[src/rtl/nt_act_pkg.sv]
package nt_act_pkg;

    typedef enum logic [2:0] {
        ST_G0 = 3'd0,
        ST_G1 = 3'd1,
        ST_G2 = 3'd2,
        ST_G3 = 3'd3,
        ST_G4 = 3'd4
    } nt_state_e;

    // winning event of a cycle, listed in decreasing precedence
    typedef enum logic [2:0] {
        EV_NONE,
        EV_DEACT,
        EV_ACT,
        EV_T1,
        EV_T2,
        EV_INFO3,
        EV_INFO1,
        EV_INFO0
    } nt_event_e;

    typedef struct packed {
        logic       hold;
        logic [3:0] state;
    } frc_word_t;

    typedef struct packed {
        nt_state_e nxt;
        logic      err;
    } nt_step_t;

    localparam logic [3:0] ST_MAX = 4'd4;

    function automatic logic [2:0] info_code(nt_state_e s);
        case (s)
            ST_G2:   return 3'd2;
            ST_G3:   return 3'd4;
            default: return 3'd0;
        endcase
    endfunction

    function automatic nt_step_t nt_step(nt_state_e s, nt_event_e e);
        nt_step_t r;
        r.nxt = s;
        r.err = 1'b0;
        case (s)
            ST_G1: case (e)
                EV_ACT, EV_INFO1: r.nxt = ST_G2;
                EV_T1, EV_INFO3:  r.err = 1'b1;
                default: ;
            endcase
            ST_G2: case (e)
                EV_INFO3:         r.nxt = ST_G3;
                EV_T1, EV_DEACT:  r.nxt = ST_G4;
                default: ;
            endcase
            ST_G3: case (e)
                EV_DEACT:         r.nxt = ST_G4;
                EV_INFO0:         r.nxt = ST_G2;
                EV_T1, EV_INFO1:  r.err = 1'b1;
                default: ;
            endcase
            ST_G4: case (e)
                EV_ACT:           r.nxt = ST_G2;
                EV_T2:            r.nxt = ST_G1;
                EV_T1:            r.err = 1'b1;
                default: ;
            endcase
            default: ;
        endcase
        return r;
    endfunction

endpackage

[src/rtl/nt_evt_arb.sv]
module nt_evt_arb
    import nt_act_pkg::*;
(
    input  logic      deact,
    input  logic      act,
    input  logic      t1,
    input  logic      t2,
    input  logic      info3,
    input  logic      info1,
    input  logic      info0,
    output nt_event_e ev
);
    always_comb begin
        if (deact)      ev = EV_DEACT;
        else if (act)   ev = EV_ACT;
        else if (t1)    ev = EV_T1;
        else if (t2)    ev = EV_T2;
        else if (info3) ev = EV_INFO3;
        else if (info1) ev = EV_INFO1;
        else if (info0) ev = EV_INFO0;
        else            ev = EV_NONE;
    end
endmodule

[src/rtl/nt_t2_timer.sv]
module nt_t2_timer #(
    parameter int unsigned T2_FRAMES = 256
) (
    input  logic clk,
    input  logic rst,
    input  logic run,
    input  logic tick,
    output logic expire
);
    localparam int unsigned CW = (T2_FRAMES > 1) ? $clog2(T2_FRAMES) : 1;
    localparam logic [CW-1:0] LAST = CW'(T2_FRAMES - 1);

    logic [CW-1:0] cnt;

    assign expire = run && tick && (cnt == LAST);

    always_ff @(posedge clk) begin
        if (rst || !run)
            cnt <= '0;
        else if (tick)
            cnt <= expire ? '0 : cnt + 1'b1;
    end
endmodule

[src/rtl/nt_act_fsm.sv]
module nt_act_fsm
    import nt_act_pkg::*;
(
    input  logic      clk,
    input  logic      rst,
    input  nt_event_e ev,
    input  logic      frc_wr,
    input  frc_word_t frc,
    output nt_state_e state,
    output logic      held,
    output logic      err
);
    nt_step_t step;

    assign step = nt_step(state, ev);

    always_ff @(posedge clk) begin
        if (rst) begin
            state <= ST_G0;
            held  <= 1'b1;
            err   <= 1'b0;
        end else begin
            err <= 1'b0;
            if (frc_wr) begin
                if (frc.hold) begin
                    if (frc.state <= ST_MAX) begin
                        state <= nt_state_e'(frc.state[2:0]);
                        held  <= 1'b1;
                    end else begin
                        err <= 1'b1;
                    end
                end else begin
                    held <= 1'b0;
                    if (state == ST_G0)
                        state <= ST_G1;
                end
            end else if (!held) begin
                state <= step.nxt;
                err   <= step.err;
            end
        end
    end

    AST_RST_G0: assert property (@(posedge clk)
        rst |=> (state == ST_G0 && held && !err));

    AST_HELD_FIXED: assert property (@(posedge clk) disable iff (rst)
        (held && !frc_wr) |=> $stable(state));

    AST_ERR_KEEPS_STATE: assert property (@(posedge clk) disable iff (rst)
        err |-> (state == $past(state)));

    AST_G3_ONLY_FROM_G2: assert property (@(posedge clk) disable iff (rst)
        (!frc_wr && state != ST_G3) |=> (state != ST_G3 || $past(state) == ST_G2));
endmodule

[src/rtl/nt_l1_act.sv]
module nt_l1_act
    import nt_act_pkg::*;
#(
    parameter int unsigned T2_FRAMES = 256
) (
    input  logic       clk,
    input  logic       rst,
    input  logic       frame_tick,
    input  logic       rx_info0,
    input  logic       rx_info1,
    input  logic       rx_info3,
    input  logic       act_req,
    input  logic       deact_req,
    input  logic       t1_expiry,
    input  logic       frc_wr,
    input  logic [4:0] frc_data,
    output logic [2:0] state_num,
    output logic [2:0] tx_info,
    output logic       held,
    output logic       t2_running,
    output logic       evt_error
);
    nt_state_e state;
    nt_event_e ev;
    frc_word_t frc;
    logic      t2_exp;
    logic      run;

    assign frc        = frc_word_t'(frc_data);
    assign run        = (state == ST_G4) && !held;
    assign state_num  = state;
    assign tx_info    = info_code(state);
    assign t2_running = run;

    nt_t2_timer #(.T2_FRAMES(T2_FRAMES)) u_t2 (
        .clk    (clk),
        .rst    (rst),
        .run    (run),
        .tick   (frame_tick),
        .expire (t2_exp)
    );

    nt_evt_arb u_arb (
        .deact (deact_req),
        .act   (act_req),
        .t1    (t1_expiry),
        .t2    (t2_exp),
        .info3 (rx_info3),
        .info1 (rx_info1),
        .info0 (rx_info0),
        .ev    (ev)
    );

    nt_act_fsm u_fsm (
        .clk    (clk),
        .rst    (rst),
        .ev     (ev),
        .frc_wr (frc_wr),
        .frc    (frc),
        .state  (state),
        .held   (held),
        .err    (evt_error)
    );

    AST_T2_TO_G1: assert property (@(posedge clk) disable iff (rst)
        (t2_exp && !frc_wr && !deact_req && !act_req && !t1_expiry) |=> (state_num == 3'd1));
endmodule

[config.mk]
export PLATFORM = sky130hd
export DESIGN_NAME = nt_l1_act
export DESIGN_NICKNAME = d
export VERILOG_FILES = /design/src/rtl/nt_act_pkg.sv /design/src/rtl/nt_evt_arb.sv /design/src/rtl/nt_t2_timer.sv /design/src/rtl/nt_act_fsm.sv /design/src/rtl/nt_l1_act.sv
export SDC_FILE = /design/constraint.sdc
export NUM_CORES = 1
export LEC_CHECK = 0
export BUFFER_PORTS_ARGS = -buffer_cell sky130_fd_sc_hd__buf_2
export CORE_MARGIN = 3
export CORE_UTILIZATION = 45
export DETAILED_ROUTE_END_ITERATION = 7
export PLACE_DENSITY = 0.7
export SLEW_MARGIN = 20
export SYNTH_ARGS = -nofsm -noshare
export SYNTH_HDL_FRONTEND = slang
export SYNTH_SLANG_ARGS = --single-unit
[constraint.sdc]
create_clock -name clk -period 2.63 [get_ports clk]
set_input_delay 0.526 -clock clk [delete_from_list [all_inputs] [get_ports clk]]
set_output_delay 0.526 -clock clk [all_outputs]
set_load 0.02 [all_outputs]
; After elaboration in Yosys (flattened, before gate mapping)
; Cells that the tools add are included.
[word_totals]
register_bits = 13
inputBits = 15
output_inout_bits = 9
elab_cells = 69
[classes]
n_addsub = 1
order_cmp = 1
eq_ne = 20
n_mux = 29
n_reduce_logical = 14
[ops]
columns = cell, count
row1 = two-way mux 3 bit, 13
row2 = case mux 3 bit (2 select lines), 4
row3 = == test 3 bit (second input constant), 5
row4 = == test 3 x 2 -> 1 bit (second input constant), 4
row5 = case mux 3 bit (4 select lines), 1
row6 = two-way mux 1 bit, 9
row7 = adder 8 x 1 -> 8 bit (second input constant), 1
row8 = == test 8 bit (second input constant), 1
row9 = two-way mux 8 bit, 1
row10 = != test 4 bit (second input constant), 2
row11 = AND reduction 8 bit, 1
row12 = OR reduction 2 bit, 4
row13 = == test 3 x 1 -> 1 bit (second input constant), 2
row14 = nonzero test 5 bit, 1
row15 = <= comparator 4 x 3 -> 1 bit (second input constant), 1
row16 = != test 4 x 2 -> 1 bit (second input constant), 1
row17 = logical AND 1 bit, 3
row18 = logical NOT 3 bit, 1
row19 = != test 3 x 1 -> 1 bit (second input constant), 1
row20 = != test 3 x 2 -> 1 bit (second input constant), 1
row21 = != test 3 bit (second input constant), 1
row22 = case mux 1 bit (3 select lines), 1
row23 = logical NOT 1 bit, 2
row24 = != test 2 x 1 -> 1 bit (second input constant), 1
row25 = other kinds (3), 3

; Logic depth before layout (Yosys ltp)
; Gate-level depths: netlist of run 1.
[logic_depth]
depth_word = 14
depth_mapped = 7

; By module
; A second synthesis of run 1 with hierarchy kept.
[unflattened]
hier_cells = 128
hier_area_um2 = 1013.5
[by_module_without_submodules]
columns = mod, instances, cells_each, area_each_um2, seq_area_each_um2
row1 = nt_act_fsm, 1, 69, 534.3, 100.1
row2 = nt_t2_timer, 1, 43, 375.4, 160.2
row3 = nt_evt_arb, 1, 11, 61.3, 0.0
row4 = nt_l1_act, 1, 5, 42.5, 0.0

; Least setup slack after synthesis of run 1
; No wires, ideal clock.
[synth_timing]
path_kind = reg-to-reg
from = register u_fsm.state[1]
to = register u_fsm.state[0]
t_arrival_ps = 2283
t_required_ps = 2558
slack_ps = 275
path_stages_with_launch = 7
n_path_buf = 1
synth_period_minus_slack_ps = 2355
path_cell_list = dfxtp_1 > buf_4 > nor3b_1 > nand3b_1 > a311o_1 > a41oi_2 > mux2i_1
[synth_between]
elab_chain_cells = 14
word_cells_on_any_way = 33
cone_classes = eq/ne: 16 / mux: 9 / reduce/logical: 8
[synth_lines]
columns = element, line_no
row1 = start: declaration, nt_act_fsm.sv:9  ; output nt_state_e state,
row2 = start signal: assignment, nt_act_fsm.sv:27  ; state <= nt_state_e'(frc.state[2:0]);
row3 = start signal: assignment, nt_act_fsm.sv:38  ; state <= step.nxt;
row4 = == test 3 bit, "nt_act_pkg.sv:47, nt_l1_act.sv:30"
row5 = logical AND 1 bit, nt_l1_act.sv:30  ; assign run = (state == ST_G4) && !held;
row6 = logical AND 1 bit (2 in a row), nt_t2_timer.sv:15  ; assign expire = run && tick && (cnt == LAST);
row7 = two-way mux 3 bit, nt_evt_arb.sv:17  ; else if (t2) ev = EV_T2;
row8 = two-way mux 3 bit, nt_evt_arb.sv:16  ; else if (t1) ev = EV_T1;
row9 = two-way mux 3 bit, nt_evt_arb.sv:15  ; else if (act) ev = EV_ACT;
row10 = two-way mux 3 bit, nt_evt_arb.sv:14  ; if (deact) ev = EV_DEACT;
row11 = == test 3 x 1 -> 1 bit / == test 3 x 2 -> 1 bit (equally long branches), "nt_act_pkg.sv:53, nt_act_pkg.sv:58"
row12 = OR reduction 2 bit, nt_act_pkg.sv:53  ; ST_G2: case (e)
row13 = case mux 3 bit (2 select lines), nt_act_pkg.sv:53
row14 = case mux 3 bit (4 select lines), nt_act_pkg.sv:47  ; case (s)
row15 = two-way mux 3 bit, nt_act_fsm.sv:37  ; end else if (!held) begin
row16 = two-way mux 3 bit, nt_act_fsm.sv:24  ; if (frc_wr) begin
; Parallel ways exist; a longest one is shown, timed or not. The select of a mux whose other input is x is not followed.
; A chain may end at the register's enable or synchronous reset.

; Worst setup path in the final report of run 1
[layout_timing]
from = register u_t2.cnt[0]
to = register u_fsm.state[0]
[layout_between]
elab_chain_cells = 12
word_cells_on_any_way = 25
cone_classes = eq/ne: 12 / mux: 9 / reduce/logical: 4
[layout_lines]
columns = element, line_no
row1 = start: declaration, nt_t2_timer.sv:13  ; logic [CW-1:0] cnt;
row2 = start signal: assignment, nt_t2_timer.sv:21  ; cnt <= expire ? '0 : cnt + 1'b1;
row3 = == test 8 bit *, nt_t2_timer.sv:15
row4 = logical AND 1 bit *, nt_t2_timer.sv:15
row5 = two-way mux 3 bit *, nt_evt_arb.sv:17
row6 = two-way mux 3 bit *, nt_evt_arb.sv:16
row7 = two-way mux 3 bit *, nt_evt_arb.sv:15
row8 = two-way mux 3 bit *, nt_evt_arb.sv:14
row9 = == test 3 x 1 -> 1 bit / == test 3 x 2 -> 1 bit (equally long branches), "nt_act_pkg.sv:53, nt_act_pkg.sv:58"
row10 = OR reduction 2 bit, nt_act_pkg.sv:53
row11 = case mux 3 bit (2 select lines), nt_act_pkg.sv:53
row12 = case mux 3 bit (4 select lines), nt_act_pkg.sv:47
row13 = two-way mux 3 bit, nt_act_fsm.sv:37
row14 = two-way mux 3 bit, nt_act_fsm.sv:24
; Mark *: on every way between the ends. The rest lies on a longest branch, timed or not. The select of a mux whose other input is x is not followed.

==> results.yml, run 1 <==
cells_and_area:
  final_area_um2: 1180
  num-nets-final: 167
  antenna_cells: 0
  nFillCells: 206
  syn2layout_area_growth_pct: 13.5
  layout-drive-gt1-share: 0.227
route:
  via_count: 1003
  dr.pass1.iters: 4
  vias_per_cell: 5.67
  routed_wl_um: 2400
  ant_nets: 0
  avgRoutedWirePerCell_um: 13.6
  drt_iter0_drc: 34
  drc: 0
sta:
  finalSetupViolCount: 0
  finalCritPeriodShare: 0.790
  worstMarginPinSlew_ps: 488
  finalMaxSlewViolations: 0
  clock_skew_ps: 2.50
  max_slew_margin: 0.671
  rsz0062_at_grt: "false"
  period_minus_slack_ps: 2080
  fmax_mhz: 481
  fin_setup_tns_ps: 0
  hold_viol_final: 0
clock_network:
  cts_hold_buf: 0
  cts_tree: "yes"
  cts_buffers: 3
  insertion_delay_ps: 270
  cts_sinks: 13
  cts_setup_buffers: 0
  cts-root-buf: "clkbuf_4"
  h-tree-depth: 1
  cts.clk_slew.worst_paths_ps: 80
  cts_buffer_depth: 2
  cts-resized-gates: 0
synthesis:
  synth_largest_area_cell: "dfxtp_1"
  synth_compound_area_frac: 0.188
  netlist_area_um2: 1040
  ys_seq_elements: 13
  synthSimpleGateAreaFrac: 0.383
  synth_xor_area_frac: 0.0674
  synth_top_cell_area_share: 0.250
  synthMuxAreaShare: 0.0385
  synth_cell_type_count: 47
  ys_warn_count: 0
  synth_nets: 145
  avgSynthCellArea_um2: 8.06
  synthAdderAreaFrac: 0.0120
  async_reset_ff_frac: 0
  synth_area_leaders: "dfxtp_1 25%, nor2_1 4.7%, nand2_1 4.0%"
  synth_edf_count: 0
  ys_top_cells_by_count: "13 x dfxtp_1, 13 x nor2_1, 11 x nand2_1"
  synth_top_flop_cell: "dfxtp_1"
  synth_top_family_by_area: "simple AND/OR/NAND/NOR gates"
  syn_inst: 129
  ys_seq_area_frac: 0.250
power_and_ir_drop:
  p_leak_uw: 0.000448
  p_per_area_nw_per_um2: 386
  peakVddDrop_mv: 0.425
die:
  fp.dieW_um: 54.1
  start_util: 0.499
  core_area_um2: 2080
  io_pins: 24
  die_h_um: 54.1
  core.rowCount: 16
  dieArea_um2: 2920
placement:
  post_dp_cell_area_um2: 1150
  dp_hpwl_um: 1830
  place_congestion: 0.876
  port_buffers: 22
global_routing:
  antenna_found_initial: 0
  grt_max_degree: 15
  grt_pass1_vias: 923
  globalRouteOverflowTotal: 0
  grt_pass1_wl_um: 4120
  globalRouteTotalUtil: 0.191
setup_path:
  crit_type: "flip-flop to flip-flop"
  r2r_cells: 6
  crit_chain: "ha_1 > and4_1 > nand3_2 > a311o_1 > a41oi_2 > mux2i_1"
  start_kind: "flip-flop"
  slowest_delay_ps: 390
  slowest_stage: "a311o_1"
  endpoint_kind: "flip-flop"
  critical_path_arrival_ps: 2280
  required_ps: 2830
  cp_max_fo: 7
worst_hold_path:
  hold_class: "input port to flip-flop"
  hold_depth: 2
outcome:
  status: "finished, final reports clean"
flow_run:
  maxCapViolations: 0
-- layout make-up --
class                           count  area [um^2]  share of cell area
Clock buffer                        4         26.3              0.0223
Inverter                            4         15.0              0.0127
Multi-Input combinational cell    105          719               0.610
Sequential cell                    13          260               0.221
Tap cell                           27         33.8              0.0286
Timing Repair Buffer               24          125               0.106
-- metrics by stage --
step / power (uW) / setup WS, ps / utilization / cells / hold slack (ps)
floorplan: 300 / 275 / - / 129 / 462
global placement: 334 / 447 / 0.554 / 173 / 483
detailed placement: 336 / 464 / 0.554 / 173 / 483
CTS: 457 / 539 / 0.567 / 177 / 446
global route: 487 / 434 / 0.567 / 177 / 439
finish: 455 / 553 / 0.567 / 177 / 452
-- cell families (layout without fill, tap and decap cells) --
family / after synthesis / count (layout)
flip-flops: 13 / 13
XOR/XNOR: 8 / 8
buffers and inverters: 11 / 32
other: 1 / 1
adder cells (fa/ha/maj): 1 / 1
AND/OR/NAND/NOR: 67 / 67
AO/OA/AOI/OAI: 24 / 24
multiplexers: 4 / 4
-- state kept, by name, indices dropped and copies added (netlist names) --
name	count
u_fsm.state	3
u_fsm.err	1
u_t2.cnt	8
u_fsm.held	1
-- worst paths after layout --
| path | from | endpoint | slack [ps] |
|---|---|---|---|
| setup reg to reg | u_t2.cnt[0]$_SDFFE_PP0P_ | u_fsm.state[0]$_SDFFE_PP0P_ | 550 |
| hold reg to reg | u_t2.cnt[1]$_SDFFE_PP0P_ | u_t2.cnt[1]$_SDFFE_PP0P_ | 490 |
| hold / removal | rst | u_fsm.err$_SDFF_PP0_ | 450 |
| setup / recovery | u_t2.cnt[0]$_SDFFE_PP0P_ | u_fsm.state[0]$_SDFFE_PP0P_ | 550 |
-- cells in the final DEF, fill, tap and decap left out, drive strengths merged, types with 3 or more instances in the layout --
master / instances
a21oi: 3
a311o: 3
buf: 24
clkbuf: 4
dfxtp: 13
inv: 4
mux2i: 4
nand2: 11
nand2b: 5
nand3: 5
nand4: 5
nor2: 13
nor2b: 5
nor3: 4
nor3b: 4
nor4b: 3
o21ai: 3
or3: 3
xnor2: 4
xor2: 4
-- layer usage --
metal / vias to the layer above / part of all wire / wire [um] / GRT usage
met4: 0 / 0 / 0 / 0.0290
li1: 518 / - / - / -
met5: - / 0 / 0 / 0
met2: 31 / 0.43 / 1040 / 0.280
met1: 454 / 0.50 / 1210 / 0.279
met3: 0 / 0.066 / 158 / 0.0526
-- critical path, delay by kind of cell (launching register included) --
kind | cells | cell delay (ps)
multiplexers | 1 | 230
AO/OA/AOI/OAI | 2 | 710
adder cells (fa/ha/maj) | 1 | 180
AND/OR/NAND/NOR | 2 | 510
flip-flops | 1 | 380
-- report_power, final --
group	switching [uW]	internal, uW	leakage, uW
Sequential	10.7	202	0.000105
Clock	62.8	58.7	0.0000150
Combinational	69.6	51.1	0.000328
(Power assumes the default switching activity.)
==> run 2: changes to the inputs <==
==> constraint.sdc (replaced) <==
create_clock -name clk -period 2.1 [get_ports clk]
set_input_delay 0.42 -clock clk [delete_from_list [all_inputs] [get_ports clk]]
set_output_delay 0.42 -clock clk [all_outputs]
set_load 0.02 [all_outputs]
==> run 2 against run 1 <==
  * Routed wire length grew 13%
  * Cell area is 5.2% higher
  * Setup slack worse by 410 ps
  * First-iteration DRC count decreased by 26%
  * Largest cell class unchanged
  * Sequential power rose by 24%
  * Critical path depth unchanged
  * Clock-buffer cell count down 1
==> results.yml, run 2 (synthesis results as in run 1) <==
power_and_ir_drop:
  p_comb_frac: 0.284
  swShare: 0.321
  peakVddDrop_mv: 0.321
  clock_power_share: 0.263
  p_leak_uw: 0.000492
  p_int_uw: 395
  seq_power_share: 0.453
  power.switching_uw: 187
  p_per_area_nw_per_um2: 469
  power_uw: 582
setup_path:
  cp_max_fo: 4
  critical_path_arrival_ps: 2170
  r2r_cells: 6
  crit_end: "u_fsm.state[1]$_SDFFE_PP0P_"
  slowest_delay_ps: 400
  crit_type: "flip-flop to flip-flop"
  r2r_setup_slack_ps: 150
  endpoint_kind: "flip-flop"
  r2r_end: "u_fsm.state[1]$_SDFFE_PP0P_"
  slowest_stage: "a311o_1"
  worstSetupStartpoint: "u_t2.cnt[0]$_SDFFE_PP0P_"
  required_ps: 2310
  crit_chain: "ha_1 > and4_4 > nand3_2 > a311o_1 > a41oi_2 > mux2i_1"
  r2r-start: "u_t2.cnt[0]$_SDFFE_PP0P_"
  start_kind: "flip-flop"
route:
  ant_nets: 0
  drt_iter0_drc: 25
  drc: 0
  via_count: 1092
  dr.pass1.iters: 4
  avgRoutedWirePerCell_um: 14.7
  vias_per_cell: 5.93
  routed_wl_um: 2710
clock_network:
  cts_buffer_depth: 2
  h-tree-depth: 1
  cts-root-buf: "clkbuf_4"
  insertion_delay_ps: 280
  cts_tree: "yes"
  cts_sinks: 13
  cts_buffers: 3
  cts.clk_slew.worst_paths_ps: 80
  cts_hold_buf: 0
sta:
  worstMarginPinSlew_ps: 486
  finalSetupViolCount: 0
  rsz0062_at_grt: "false"
  hold_viol_final: 0
  post-route-worst-setup-slack_ps: 146
  fin_setup_tns_ps: 0
  finalMaxSlewViolations: 0
  finalCritPeriodShare: 0.931
  fmax_mhz: 512
  max_slew_margin: 0.672
  period_minus_slack_ps: 1950
  clock_skew_ps: 4.49
global_routing:
  globalRouteOverflowTotal: 0
  globalRouteTotalUtil: 0.207
  grt_pass1_wl_um: 4390
  grt_pass1_vias: 992
  antenna_found_initial: 0
  grt_max_degree: 15
die:
  dieArea_um2: 2920
  fp.dieW_um: 54.1
  start_util: 0.499
  die_h_um: 54.1
  core_area_um2: 2080
  core.rowCount: 16
  io_pins: 24
cells_and_area:
  nFillCells: 218
  syn2layout_area_growth_pct: 19.4
  reg.largest.list: "u_t2.cnt: 8 flops, u_fsm.state: 3 flops"
  layout_commonest_cell: "buf_2"
  num-nets-final: 174
  multi_input_area_um2: 727
  post_layout_nonfiller_instances: 184
  antenna_cells: 0
  largest_reg_flops: 8
  largest-register: "u_t2.cnt"
  layout-drive-gt1-share: 0.280
  mostFrequentLayoutCells: "22 x buf_2, 13 x nor2_1, 13 x dfxtp_1"
  register_area_um2: 260
placement:
  post-place-ws_ps: 53.4
  place_congestion: 0.831
  dp_hpwl_um: 2120
  port_buffers: 22
  placed_cells: 180
outcome:
  status: "finished, final reports clean"
worst_hold_path:
  hold_class: "input port to flip-flop"
flow_run:
  maxCapViolations: 0
run 2: power groups by stage:
stage / Sequential, uW / Combinational, uW / Clock, uW
after floorplan: 276 / 100 / 0
after global placement: 270 / 158 / 0
after detailed placement: 270 / 163 / 0
after CTS: 264 / 164 / 160
after global routing: 266 / 179 / 172
final: 264 / 165 / 153
run 2: area by class of cell:
| type | instances | area share |
|---|---|---|
| Multi-Input combinational cell | 105 | 0.586 |
| Sequential cell | 13 | 0.210 |
| Timing Repair Buffer | 31 | 0.143 |
| Tap cell | 27 | 0.0272 |
| Clock buffer | 3 | 0.0181 |
| Inverter | 4 | 0.0121 |
| Clock inverter | 1 | 0.00403 |
run 2: repair_timing:
item,CTS,global route
resized for setup,0,2
buffers inserted,0,0
setup endpoints to repair,0,3
run 2: worst min-delay path by stage:
stage / start / end / slack (ps) / depth (start not counted)
after floorplan: u_t2.cnt[1]$_SDFFE_PP0P_ / u_t2.cnt[1]$_SDFFE_PP0P_ / 460 / 2
after global placement: u_t2.cnt[1]$_SDFFE_PP0P_ / u_t2.cnt[1]$_SDFFE_PP0P_ / 480 / 2
after detailed placement: u_t2.cnt[1]$_SDFFE_PP0P_ / u_t2.cnt[1]$_SDFFE_PP0P_ / 490 / 2
after CTS: rst / u_fsm.err$_SDFF_PP0_ / 330 / 2
after global routing: rst / u_fsm.err$_SDFF_PP0_ / 320 / 2
final: rst / u_fsm.err$_SDFF_PP0_ / 340 / 2
run 2: per-layer routing:
layer | GRT usage | vias up | wire length, um
met2 | 0.325 | 53 | 1260
met1 | 0.267 | 501 | 1190
met4 | 0.0871 | 0 | 54
met5 | 0 | - | 0
li1 | - | 531 | -
met3 | 0.0499 | 7 | 210
run 2: per-stage QoR:
stage	instance area (um^2)	util	hold WS (ps)
2_1_floorplan	1040	-	462
3_3_place_gp	1210	0.582	479
3_5_place_dp	1210	0.582	486
4_1_cts	1240	0.595	334
5_1_grt	1240	0.596	325
6_report	1240	0.596	339
run 2: worst max-delay path, delay by kind of cell (launching register included):
family	cells	cell delay, ps
DFF	1	390
and+or+nand+nor	2	380
muxes	1	230
AOI/OAI and AO/OA	2	700
adders and majority gates	1	190
